`config.mk`:
```
export PLATFORM = sky130hd
export DESIGN_NAME = sram_init_seq
export DESIGN_NICKNAME = d
export VERILOG_FILES = /design/src/rtl/sram_init_pkg.sv /design/src/rtl/sinit_ctrl.sv /design/src/rtl/sinit_wr.sv /design/src/rtl/sinit_gate.sv /design/src/rtl/sram_init_seq.sv
export SDC_FILE = /design/constraint.sdc
export NUM_CORES = 1
export LEC_CHECK = 0
export BUFFER_PORTS_ARGS = -buffer_cell sky130_fd_sc_hd__buf_4
export CAP_MARGIN = 20
export CORE_MARGIN = 2
export CORE_UTILIZATION = 45
export DETAILED_ROUTE_END_ITERATION = 10
export PLACE_DENSITY = 0.75
export SLEW_MARGIN = 20
export SYNTH_ARGS = -nofsm -noshare
export SYNTH_HDL_FRONTEND = slang
export SYNTH_HIERARCHICAL = 1
export SYNTH_SLANG_ARGS = --single-unit
export TNS_END_PERCENT = 20
```
`constraint.sdc`:
```
create_clock -name clk -period 1.8 [get_ports clk]
set_clock_uncertainty 0.1 [all_clocks]
set_input_delay 0.18 -clock clk [delete_from_list [all_inputs] [get_ports clk]]
set_output_delay 0.18 -clock clk [all_outputs]
set_load 0.005 [all_outputs]
```
`src/rtl/sram_init_pkg.sv`:
```
package sram_init_pkg;

  // Sequencer phases: waiting for a start, or sweeping the selected banks.
  typedef enum logic {
    SEQ_IDLE  = 1'b0,
    SEQ_SWEEP = 1'b1
  } seq_state_e;

endpackage

```
`src/rtl/sinit_ctrl.sv`:
```
module sinit_ctrl
  import sram_init_pkg::*;
#(
  parameter int unsigned NB_BANKS  = 6,
  parameter int unsigned SWEEP_LEN = 1024,
  parameter logic [NB_BANKS-1:0] AUTO_MASK = 1,
  localparam int unsigned CW = (SWEEP_LEN > 1) ? $clog2(SWEEP_LEN) : 1
) (
  input  logic                clk,
  input  logic                rst,
  input  logic                start_i,
  input  logic [NB_BANKS-1:0] sel_i,
  output logic                busy_o,
  output logic [CW-1:0]       cnt_o,
  output logic [NB_BANKS-1:0] mask_o,
  output logic [NB_BANKS-1:0] done_o
);

  localparam logic [CW-1:0] LAST_IDX = CW'(SWEEP_LEN - 1);

  seq_state_e          state_q;
  logic [CW-1:0]       cnt_q;
  logic [NB_BANKS-1:0] mask_q;
  logic [NB_BANKS-1:0] done_q;
  logic                last_word;
  logic                accept;

  assign last_word = (cnt_q == LAST_IDX);
  assign accept    = start_i && (sel_i != '0);

  always_ff @(posedge clk) begin
    if (rst) begin
      state_q <= (AUTO_MASK != '0) ? SEQ_SWEEP : SEQ_IDLE;
      cnt_q   <= '0;
      mask_q  <= AUTO_MASK;
      done_q  <= '0;
    end else begin
      case (state_q)
        SEQ_IDLE: begin
          if (accept) begin
            state_q <= SEQ_SWEEP;
            cnt_q   <= '0;
            mask_q  <= sel_i;
            done_q  <= done_q & ~sel_i;
          end
        end
        SEQ_SWEEP: begin
          if (last_word) begin
            state_q <= SEQ_IDLE;
            cnt_q   <= '0;
            mask_q  <= '0;
            done_q  <= done_q | mask_q;
          end else begin
            cnt_q   <= cnt_q + 1'b1;
          end
        end
        default: state_q <= SEQ_IDLE;
      endcase
    end
  end

  assign busy_o = (state_q == SEQ_SWEEP);
  assign cnt_o  = cnt_q;
  assign mask_o = mask_q;
  assign done_o = done_q;

endmodule

```
`src/rtl/sinit_wr.sv`:
```
module sinit_wr #(
  parameter int unsigned NB_BANKS  = 6,
  parameter int unsigned SWEEP_LEN = 1024,
  parameter int unsigned DATA_W    = 32,
  parameter int unsigned PAR_LANES = 2,
  parameter bit          ODD_PARITY = 1'b1,
  parameter int unsigned BANK_WORDS [NB_BANKS] = '{1024, 1024, 1024, 512, 1024, 640},
  localparam int unsigned CW = (SWEEP_LEN > 1) ? $clog2(SWEEP_LEN) : 1,
  localparam int unsigned LANE_W = DATA_W / PAR_LANES
) (
  input  logic                        busy_i,
  input  logic [CW-1:0]               cnt_i,
  input  logic [NB_BANKS-1:0]         mask_i,
  output logic [NB_BANKS-1:0]         we_o,
  output logic [CW-1:0]               addr_o,
  output logic [DATA_W+PAR_LANES-1:0] wdata_o
);

  localparam logic [DATA_W-1:0] FILL_DATA = '0;

  logic [PAR_LANES-1:0] fill_par;

  // Per-bank write enables: a bank drops out once its own last word is done.
  for (genvar b = 0; b < NB_BANKS; b++) begin : g_bank
    assign we_o[b] = busy_i && mask_i[b] && (32'(cnt_i) < BANK_WORDS[b]);
  end

  // Parity of the fill word, one bit per data lane.
  for (genvar l = 0; l < PAR_LANES; l++) begin : g_lane
    assign fill_par[l] = (^FILL_DATA[l*LANE_W +: LANE_W]) ^ ODD_PARITY;
  end

  assign addr_o  = cnt_i;
  assign wdata_o = {fill_par, FILL_DATA};

endmodule

```
`src/rtl/sinit_gate.sv`:
```
module sinit_gate #(
  parameter int unsigned NB_BANKS = 6,
  localparam int unsigned BW = (NB_BANKS > 1) ? $clog2(NB_BANKS) : 1
) (
  input  logic                bus_req_i,
  input  logic [BW-1:0]       bus_bank_i,
  input  logic [NB_BANKS-1:0] mask_i,
  output logic                stall_o
);

  always_comb begin
    stall_o = 1'b0;
    if (bus_req_i && (32'(bus_bank_i) < NB_BANKS)) begin
      stall_o = mask_i[bus_bank_i];
    end
  end

endmodule

```
`src/rtl/sram_init_seq.sv`:
```
module sram_init_seq #(
  parameter int unsigned NB_BANKS   = 6,
  parameter int unsigned SWEEP_LEN  = 1024,
  parameter int unsigned DATA_W     = 32,
  parameter int unsigned PAR_LANES  = 2,
  parameter bit          ODD_PARITY = 1'b1,
  parameter logic [NB_BANKS-1:0] AUTO_MASK = 1,
  parameter int unsigned BANK_WORDS [NB_BANKS] = '{1024, 1024, 1024, 512, 1024, 640},
  localparam int unsigned AW = (SWEEP_LEN > 1) ? $clog2(SWEEP_LEN) : 1,
  localparam int unsigned BW = (NB_BANKS > 1) ? $clog2(NB_BANKS) : 1
) (
  input  logic                        clk,
  input  logic                        rst,
  input  logic                        start_i,
  input  logic [NB_BANKS-1:0]         bank_sel_i,
  input  logic                        bus_req_i,
  input  logic [BW-1:0]               bus_bank_i,
  output logic                        bus_stall_o,
  output logic [NB_BANKS-1:0]         init_we_o,
  output logic [AW-1:0]               init_addr_o,
  output logic [DATA_W+PAR_LANES-1:0] init_wdata_o,
  output logic                        init_busy_o,
  output logic [NB_BANKS-1:0]         init_done_o
);

  logic                busy;
  logic [AW-1:0]       cnt;
  logic [NB_BANKS-1:0] mask;

  sinit_ctrl #(
    .NB_BANKS (NB_BANKS),
    .SWEEP_LEN(SWEEP_LEN),
    .AUTO_MASK(AUTO_MASK)
  ) u_ctrl (
    .clk    (clk),
    .rst    (rst),
    .start_i(start_i),
    .sel_i  (bank_sel_i),
    .busy_o (busy),
    .cnt_o  (cnt),
    .mask_o (mask),
    .done_o (init_done_o)
  );

  sinit_wr #(
    .NB_BANKS  (NB_BANKS),
    .SWEEP_LEN (SWEEP_LEN),
    .DATA_W    (DATA_W),
    .PAR_LANES (PAR_LANES),
    .ODD_PARITY(ODD_PARITY),
    .BANK_WORDS(BANK_WORDS)
  ) u_wr (
    .busy_i (busy),
    .cnt_i  (cnt),
    .mask_i (mask),
    .we_o   (init_we_o),
    .addr_o (init_addr_o),
    .wdata_o(init_wdata_o)
  );

  sinit_gate #(
    .NB_BANKS(NB_BANKS)
  ) u_gate (
    .bus_req_i (bus_req_i),
    .bus_bank_i(bus_bank_i),
    .mask_i    (mask),
    .stall_o   (bus_stall_o)
  );

  assign init_busy_o = busy;

endmodule

```
==> impl_results.md <==
* Status: completed
* Remaining DRCs at 0
* Avg Cell Area, Syn at slightly below 9 sq um
* Core area at 3030 sq um
* Later-pin clock latency in the skew report at 300 ps
* Vias in the first global route at about 950
* Worst slack at placement at 100 ps
* Post-synth EDFFs at 0
* Layout cells sized above 1 at 32.0%
* Critical path class: reg2out
* RSZ-0062 raised after global routing: yes
* Yosys reg bits at 23
* Setup crit end kind: primary output
* IR Drop Worst-Case VDD at between 0.3 and 0.4 mV
* Net Sw Frac at 24.0%
* Hold Path Class: in2reg
* Die footprint at 3640 sq um
* Top_reg_cell synth: dfxtp_1
* Worst-path clk slew at 120 ps
* First-pass GRT wire length at 4.22 mm
* Die H at 60.3 microns
* Buffers on Ports at 36
* Asr flop ratio synth at 0%
* Grt ovf at 0
* Reg2reg start: u_ctrl/cnt_o[1]
* Die width at 60.3 microns
* Gpl congestion at 0.785
* Routed vias/inst at 4.74
* Clock sinks at 23
* R2R Path End: u_ctrl/done_o[0]
* # Max-Cap Violations at 0
* Final hold viol count at 0
* Pwr per Cell Area at roughly 510 nW/um^2
* Post-Syn Instances at 165
* TritonRoute pass-1 iters at 4
* Rows at 20
* Setup ws final at 21.7 ps
* Fmax at between 500 and 600 MHz
* Worst Hold Depth at 2
* Fin crit period at around 1800 ps
* Routed WL at 2.76 mm
* Antenna Cells at 0
* Yosys warns at 6
* GRT Util Overall at 15.6%
* Number of I/O pins at between 70 and 80
* Worst Reg2Reg Path Length in Cells at 6
* Initial antenna violation count at 0
* Vias at roughly 1,200
* Setup TNS at 0 ps
* Mapped Area at 1430 sq um
* Layout net count at 218
* WP data arrival at around 1500 ps
* Final setup fails at 0
* Final clock period utilization by the worst path at between 90% and 100%
* Distinct cells, synth at 41
* CTS tree: done
* Max Slew Vio Count at 0
* CP Max Fanout at 2
* CTS buffer count at 3
* DP Wirelength at 2.08 mm
* Seq/Total Area, Yosys at 32.3%
* Int Pwr at 648 uW
* Leak pwr at 0.000765 uW
* Hold Path End: u_ctrl/mask_o[1]
* Antenna-violating nets left at 0
* Clk network pwr share at between 20% and 30%
* Seq pwr share at 61.1%
* Syn-to-layout area delta at 17.3%
* Crit start category: register
* CTS Buffer Depth at 2
* Initial Util at 47.1%
* Largest net degree at the start of global routing at 19
* Switching power at approximately 200 uW
* Initial DRC Count at 49
* Comb power frac at 11.3%
* Hold_sp: bank_sel_i[1]
* DR WL/cell at 11.2 microns
* Reg2reg setup slack at 90 ps
* Root buf cell: clkbuf_4
* # H-tree levels at 1
* Worst Path Required at between 1500 and 2000 ps
-- cell usage in the layout, fill, tap and decap left out, drive strengths merged, types with 3 or more instances in the layout --
master | netlist | final
or4 | 3 | 3
buf | 46 | 48
and4 | 3 | 3
conb | 2 | 34
nor2b | 3 | 3
nor2 | 6 | 6
nand3 | 7 | 7
a22oi | 6 | 6
clkbuf | 3 | 4
nand2 | 16 | 16
and2 | 4 | 4
a21oi | 3 | 3
nor3 | 4 | 4
dlygate4sd3 | 0 | 3
a22o | 7 | 7
dfxtp | 23 | 23
or2 | 3 | 3
a31oi | 3 | 3
-- worst max-delay path by stage --
stage               slack [ps]             start          endpoint  depth (start not counted)
CTS                          2  u_ctrl/mask_o[1]       bus_stall_o                          4
finish                      20  u_ctrl/mask_o[0]       bus_stall_o                          4
global route               -40  u_ctrl/mask_o[0]       bus_stall_o                          4
floorplan                  120     u_ctrl/busy_o   u_ctrl/cnt_o[0]                          4
global placement           120     bank_sel_i[4]  u_ctrl/mask_o[4]                          5
detailed placement         100     bank_sel_i[4]     u_ctrl/busy_o                          4
-- state kept, by name (all words and copies together), names as in the netlist --
name / cells
u_ctrl/cnt_o: 10
u_ctrl/done_o: 6
u_ctrl/mask_o: 6
u_ctrl/busy_o: 1
-- area by class of cell --
type	count	area, sq um
multi-input combinational	125	736
clock buffer	4	26.3
timing repair buffer	51	390
fill	291	1360
sequential	23	465
tap	44	55.1
-- critical path: stages, from the launching register on --
cell     delay, ps
dfxtp_2        350
mux4_2         430
nor2b_1        140
o21a_1         160
buf_4          130
-- cells in the mapped netlist (all sizes together) (2+ instances only) --
cell type / number / share of area [%]
nand2: 16 / 4.2
dfxtp: 23 / 32
and4: 3 / 1.8
a22oi: 6 / 3.2
or4: 3 / 1.8
a31oi: 3 / 1.3
or2: 3 / 1.3
a22o: 7 / 4.3
nand3: 7 / 2.5
o21ai: 2 / 0.70
and3: 2 / 0.88
nor2b: 3 / 1.3
conb: 2 / 0.53
clkbuf: 3 / 0.79
o31ai: 2 / 1.4
nor2: 6 / 1.6
nor3: 4 / 2.2
buf: 46 / 24
a21oi: 3 / 1.1
and2: 4 / 1.8
xor2: 2 / 1.2
-- kinds of logic (layout without fill, tap and decap cells) --
family | after synthesis | count (layout) | synth area share [%]
AOI/OAI and AO/OA | 28 | 28 | 14.9
xor gates and xnor gates | 2 | 2 | 1.23
adders and majority gates | 1 | 1 | 0.877
buffers and inverters | 49 | 55 | 24.6
DFF | 23 | 23 | 32.3
muxes | 3 | 3 | 3.07
other | 2 | 34 | 0.527
and+or+nand+nor | 57 | 57 | 22.5
-- metal layers --
metal / vias to the layer above / global-route usage [%] / share of wire [%]
li1: 582 / - / -
met1: 532 / 21.5 / 46
met2: 50 / 23.0 / 46
met3: 6 / 2.60 / 6.1
met4: 0 / 8.89 / 1.9
met5: - / 0 / 0
-- timing repair --
action,4_1_cts,5_1_grt
hold buffers,0,3
endpoints found under the setup margin,1,6
setup buffers,2,1
hold endpoints to repair,0,3
gates resized for setup,3,2
-- power groups by stage --
stage	sequential, uW	clock [uW]	combinational [uW]
floorplan	531	0	106
global placement	532	0	88.9
detailed placement	532	0	89.4
CTS	520	244	89.8
global route	521	267	107
finish	520	236	95.8
-- through the flow --
stage | instance area (sq um) | cells | utilization, % | total power, uW | hold slack (ps)
after floorplan | 1550 | 197 | - | 637 | 202
after global placement | 1590 | 237 | 52.4 | 621 | 320
after detailed placement | 1590 | 237 | 52.4 | 621 | 325
after CTS | 1630 | 243 | 53.9 | 854 | 2.78
after global routing | 1670 | 247 | 55.2 | 896 | 6.25
final | 1670 | 247 | 55.2 | 852 | 13.1
(Power assumes the default switching activity.)
